`src/rtl/rdq_pkg.sv`:
```
package rdq_pkg;

    // Density select as seen on the pin: low means the high-density rate.
    typedef enum logic {
        DENS_HIGH = 1'b0,
        DENS_LOW  = 1'b1
    } density_e;

    // Synchronised comparator view handed from the edge stage to the window.
    typedef struct packed {
        logic edge_hit;   // level differs from the one registered a cycle earlier
        logic level;      // current synchronised level
        logic prior;      // level before this cycle's change
    } cmp_event_t;

    function automatic int unsigned window_for(density_e d,
                                               int unsigned len_low,
                                               int unsigned len_high);
        return (d == DENS_HIGH) ? len_high : len_low;
    endfunction

    function automatic int unsigned cnt_bits(int unsigned n);
        return (n < 2) ? 1 : $clog2(n + 1);
    endfunction

endpackage

```
`src/rtl/rdq_sync_edge.sv`:
```
module rdq_sync_edge #(
    parameter int unsigned STAGES = 2
) (
    input  logic                 clk,
    input  logic                 rst,
    input  logic                 din,
    output rdq_pkg::cmp_event_t  ev
);
    // chain[STAGES-1] is the synchronised level, chain[STAGES] its delayed copy.
    logic [STAGES:0] chain;

    always_ff @(posedge clk) begin
        if (rst) begin
            chain <= '0;
        end else begin
            chain <= {chain[STAGES-1:0], din};
        end
    end

    assign ev.edge_hit = chain[STAGES] ^ chain[STAGES-1];
    assign ev.level    = chain[STAGES-1];
    assign ev.prior    = chain[STAGES];

endmodule

```
`src/rtl/rdq_window.sv`:
```
module rdq_window #(
    parameter int unsigned LEN_1M = 123,
    parameter int unsigned LEN_2M = 63,
    parameter int unsigned CW     = 7
) (
    input  logic                 clk,
    input  logic                 rst,
    input  logic                 enable,
    input  rdq_pkg::density_e    dens,
    input  rdq_pkg::cmp_event_t  ev,
    output logic                 active,
    output logic                 fire
);
    logic [CW-1:0] cnt;
    logic [CW-1:0] load_val;
    logic          base;      // level held before the first transition of this window

    assign load_val = CW'(rdq_pkg::window_for(dens, LEN_1M, LEN_2M));
    assign active   = (cnt != '0);

    // Last window cycle with no new transition: emit only if the level moved away.
    assign fire = active && (cnt == CW'(1)) && !ev.edge_hit && (ev.level != base);

    always_ff @(posedge clk) begin
        if (rst || !enable) begin
            cnt  <= '0;
            base <= 1'b0;
        end else if (ev.edge_hit) begin
            cnt <= load_val;
            if (!active) begin
                base <= ev.prior;
            end
        end else if (active) begin
            cnt <= cnt - CW'(1);
        end
    end

endmodule

```
`src/rtl/rdq_pulse.sv`:
```
module rdq_pulse #(
    parameter int unsigned PULSE_LEN = 20,
    parameter int unsigned PB        = 5
) (
    input  logic clk,
    input  logic rst,
    input  logic enable,
    input  logic fire,
    output logic busy
);
    logic [PB-1:0] left;

    always_ff @(posedge clk) begin
        if (rst || !enable) begin
            left <= '0;
        end else if (fire) begin
            left <= PB'(PULSE_LEN);
        end else if (left != '0) begin
            left <= left - PB'(1);
        end
    end

    assign busy = (left != '0);

endmodule

```
`src/rtl/rdq_qualifier.sv`:
```
module rdq_qualifier #(
    parameter int unsigned LEN_1M      = 123,
    parameter int unsigned LEN_2M      = 63,
    parameter int unsigned PULSE_LEN   = 20,
    parameter int unsigned SYNC_STAGES = 2
) (
    input  logic clk,
    input  logic rst,
    input  logic cmp_in,
    input  logic dens_n,
    input  logic wgate_n,
    input  logic egate_n,
    input  logic psave_n,
    output logic rd_pulse
);
    localparam int unsigned WIN_MAX  = (LEN_1M > LEN_2M) ? LEN_1M : LEN_2M;
    localparam int unsigned WIN_BITS = rdq_pkg::cnt_bits(WIN_MAX);
    localparam int unsigned PUL_BITS = rdq_pkg::cnt_bits(PULSE_LEN);

    rdq_pkg::cmp_event_t ev;
    logic read_en;
    logic win_active;
    logic fire;
    logic busy;

    assign read_en = wgate_n & egate_n & psave_n;

    rdq_sync_edge #(.STAGES(SYNC_STAGES)) u_sync (
        .clk (clk),
        .rst (rst),
        .din (cmp_in),
        .ev  (ev)
    );

    rdq_window #(.LEN_1M(LEN_1M), .LEN_2M(LEN_2M), .CW(WIN_BITS)) u_window (
        .clk    (clk),
        .rst    (rst),
        .enable (read_en),
        .dens   (rdq_pkg::density_e'(dens_n)),
        .ev     (ev),
        .active (win_active),
        .fire   (fire)
    );

    rdq_pulse #(.PULSE_LEN(PULSE_LEN), .PB(PUL_BITS)) u_pulse (
        .clk    (clk),
        .rst    (rst),
        .enable (read_en),
        .fire   (fire),
        .busy   (busy)
    );

    assign rd_pulse = busy & read_en;

endmodule

```
`config.mk`:
```
export PLATFORM = sky130hd
export DESIGN_NAME = rdq_qualifier
export DESIGN_NICKNAME = d
export VERILOG_FILES = /design/src/rtl/rdq_pkg.sv /design/src/rtl/rdq_sync_edge.sv /design/src/rtl/rdq_window.sv /design/src/rtl/rdq_pulse.sv /design/src/rtl/rdq_qualifier.sv
export SDC_FILE = /design/constraint.sdc
export NUM_CORES = 1
export LEC_CHECK = 0
export BUFFER_PORTS_ARGS = -buffer_cell sky130_fd_sc_hd__buf_2
export CORE_UTILIZATION = 55
export DETAILED_ROUTE_END_ITERATION = 12
export GPL_ROUTABILITY_DRIVEN = 0
export PLACE_DENSITY = 0.72
export SETUP_SLACK_MARGIN = 0.05
export SYNTH_ARGS = -nofsm -noshare
export SYNTH_HDL_FRONTEND = slang
export SYNTH_SLANG_ARGS = --single-unit
```
`constraint.sdc`:
```
create_clock -name clk -period 2.2 [get_ports clk]
set_input_delay 0.44 -clock clk [delete_from_list [all_inputs] [get_ports clk]]
set_output_delay 0.44 -clock clk [all_outputs]
set_load 0.01 [all_outputs]
```
==> impl_metrics.csv <==
group,metric,value,unit
route,firstDrtPassIters,4,
critical_path,startpoint_type,"register",
sta,worst_pin_slew,0.355,ns
clock_tree,cts_resized,0,
floorplan,die-area,1600,um2
route,drc_errors,0,
clock_tree,cts_tree,"built",
logic_synthesis,synth.distinct_cells,33,
critical_path,cp-end-kind,"register",
floorplan,die_y,40.0,um
grt,overflow,0,
floorplan,die_width,40.0,um
critical_path,slowest_delay,0.48,ns
clock_tree,cts_setup_buffers,0,
pwr,power,0.542,mW
clock_tree,cts.clk_slew.worst_paths,0.10,ns
route,drt_iter0_markers,16,
grt,grt.total_usage,20.0,%
logic_synthesis,ys_seq_area_share,40.3,%
sta,setup_viol,0,
logic_synthesis,synth_area,795,um2
grt,grt_pass1_wl,2100,um
clock_tree,clk_latency,0.29,ns
sta,skew,0.00236,ns
route,wire_per_inst,12.0,um
floorplan,initial_utilization,60.3,%
critical_path,cp_top_family,"simple AND/OR/NAND/NOR gates",
grt,grt_pass1_vias,498,
run_status,status,"finished clean",
placed_design,hpwl,971,um
layout,final_layout_size_suffix_gt1_share,18.0,%
pwr,p_per_area,612,nW/um2
logic_synthesis,synth_edf_count,0,
logic_synthesis,synth_async_sr_flop_share,0,%
layout,fillers,124,
layout,antenna_cells,0,
sta,grt_setup_unrepaired,"false",
sta,relSlewSlack,76.2,%
clock_tree,cts_buffer_depth,2,
critical_path,cp.required,2.43,ns
floorplan,rows,13,
critical_path,critical-path-slowest-cell,"or4_4",
flow_run,drv_cap,0,
logic_synthesis,syn_inst,89,
placed_design,io_buffers,7,
sta,drv_slew,0,
layout,finalNonFillerCells,115,
grt,antenna_found_initial,0,
grt,grt_start_max_net_pins,10,
route,ant_nets,0,
critical_path,cp.arrival,2.27,ns
route,viasPerCell,5.59,
clock_tree,cts-root-buf,"clkbuf_4",
logic_synthesis,avgSynthCellArea,8.93,um2
hold_path,hp-class,"in -> reg",
sta,setup_ws,0.165,ns
critical_path,critical_path.cell_chain,"inv_1 > ha_1 > or3b_4 > or4_4 > mux2_4 > a21oi_2",
placed_design,placed_cells,111,
floorplan,num_io_pins,8,
pwr,p_leak,0.342,nW
layout,synthToLayoutAreaGrowth,11.3,%
sta,hold_ws,0.347,ns
clock_tree,htree_levels,1,
clock_tree,clkSinkCount,16,
sta,fmax,491,MHz
clock_tree,cts_made_buffers,3,
clock_tree,cts_hold_buf,0,
placed_design,pre_cts_ws,0.214,ns
sta,setup-tns-final,0,ns
logic_synthesis,ys_warn_count,0,
critical_path,worstSetupPathType,"reg -> reg",
logic_synthesis,synth-seq-cells,16,
sta,hold_violations,0,
logic_synthesis,syn_nets,100,
critical_path,cp_num_buf_inv,1,
sta,min_period,2.03,ns
route,routed_wl,1380,um
floorplan,core-area,1320,um2
critical_path,cp_max_fo,6,
sta,period_share,92.5,%
layout,final_net_count,112,
pwr,peakVddDrop,0.371,mV
route,via_count,643,
logic_synthesis,synth_ff_type,"dfxtp_1",
[final cells by class]
class	instances	area (um2)	share of cell area (%)
Multi-Input combinational cell	65	437	49.4
Sequential cell	16	320	36.2
Timing Repair Buffer	9	50.0	5.66
Clock buffer	4	36.3	4.10
Inverter	6	22.5	2.55
Tap cell	15	18.8	2.12
[path summary, 6_finish.rpt]
check | from | end | slack, ns | depth (start not counted)
worst max-delay path | u_window.cnt[1] | u_window.cnt[1] | 0.17 | 6
worst min-delay path | rst | u_sync.chain[2] | 0.35 | 2
worst max register to register | u_window.cnt[1] | u_window.cnt[1] | 0.17 | 6
worst min register to register | u_sync.chain[0] | u_sync.chain[1] | 0.45 | 1
[cells by family after synthesis]
family	share of synthesized area, %
AND/OR/NAND/NOR	25.0
XOR/XNOR	5.51
AO/OA/AOI/OAI	16.2
buffers and inverters	4.72
adder cells (fa/ha/maj)	6.30
multiplexers	1.89
flip-flops	40.3
[state kept, by name, summed over array words and instances (netlist names)]
name / cells
u_window.base: 1
u_pulse.left: 5
u_window.cnt: 7
u_sync.chain: 3
[cell usage in the layout, fill, tap and decap left out, types with 2 or more instances in the layout]
master    instances
xnor2_1           3
nand2_1           5
inv_1             6
nor2_1            8
o21ai_0           3
ha_1              4
buf_2             7
a21oi_1           4
buf_4             2
nor2b_1           4
clkbuf_4          3
a31oi_1           4
xor2_1            2
nand2b_1          3
dfxtp_1          16
nand3_1           3
nor3_1            3
o211ai_1          2
o22ai_1           2
[synth_stat cells, types with 2 or more instances]
| master | n | area (um2) |
|---|---|---|
| nand2_1 | 5 | 18.8 |
| dfxtp_1 | 16 | 320 |
| a21oi_1 | 4 | 20.0 |
| o211ai_1 | 2 | 15.0 |
| nor2b_1 | 4 | 25.0 |
| xor2_1 | 2 | 17.5 |
| xnor2_1 | 3 | 26.3 |
| inv_1 | 6 | 22.5 |
| a31oi_1 | 4 | 25.0 |
| nor3_1 | 3 | 15.0 |
| o21ai_0 | 3 | 15.0 |
| nand2b_1 | 3 | 18.8 |
| nor2_1 | 8 | 30.0 |
| nand3_1 | 3 | 15.0 |
| ha_1 | 4 | 50.1 |
| o22ai_1 | 2 | 12.5 |
[report_power, final]
group	total [mW]	internal, mW	switching [mW]
clock	0.198	0.101	0.0969
combinational	0.0466	0.0242	0.0224
sequential	0.297	0.294	0.00383
[layer usage]
metal	vias to the layer above	wire length, um	track usage (%)
met2	13	557	29.8
li1	334	-	-
met4	0	36	13.8
met1	290	756	26.1
met5	-	0	0
met3	6	33	3.33
[through the flow]
step,utilization (%),area [um2]
2_1_floorplan,-,795
3_3_place_gp,64.4,848
3_5_place_dp,64.4,848
4_1_cts,67.1,885
5_1_grt,67.1,885
6_report,67.1,885
No activity file was read; power rests on OpenSTA's default activity.
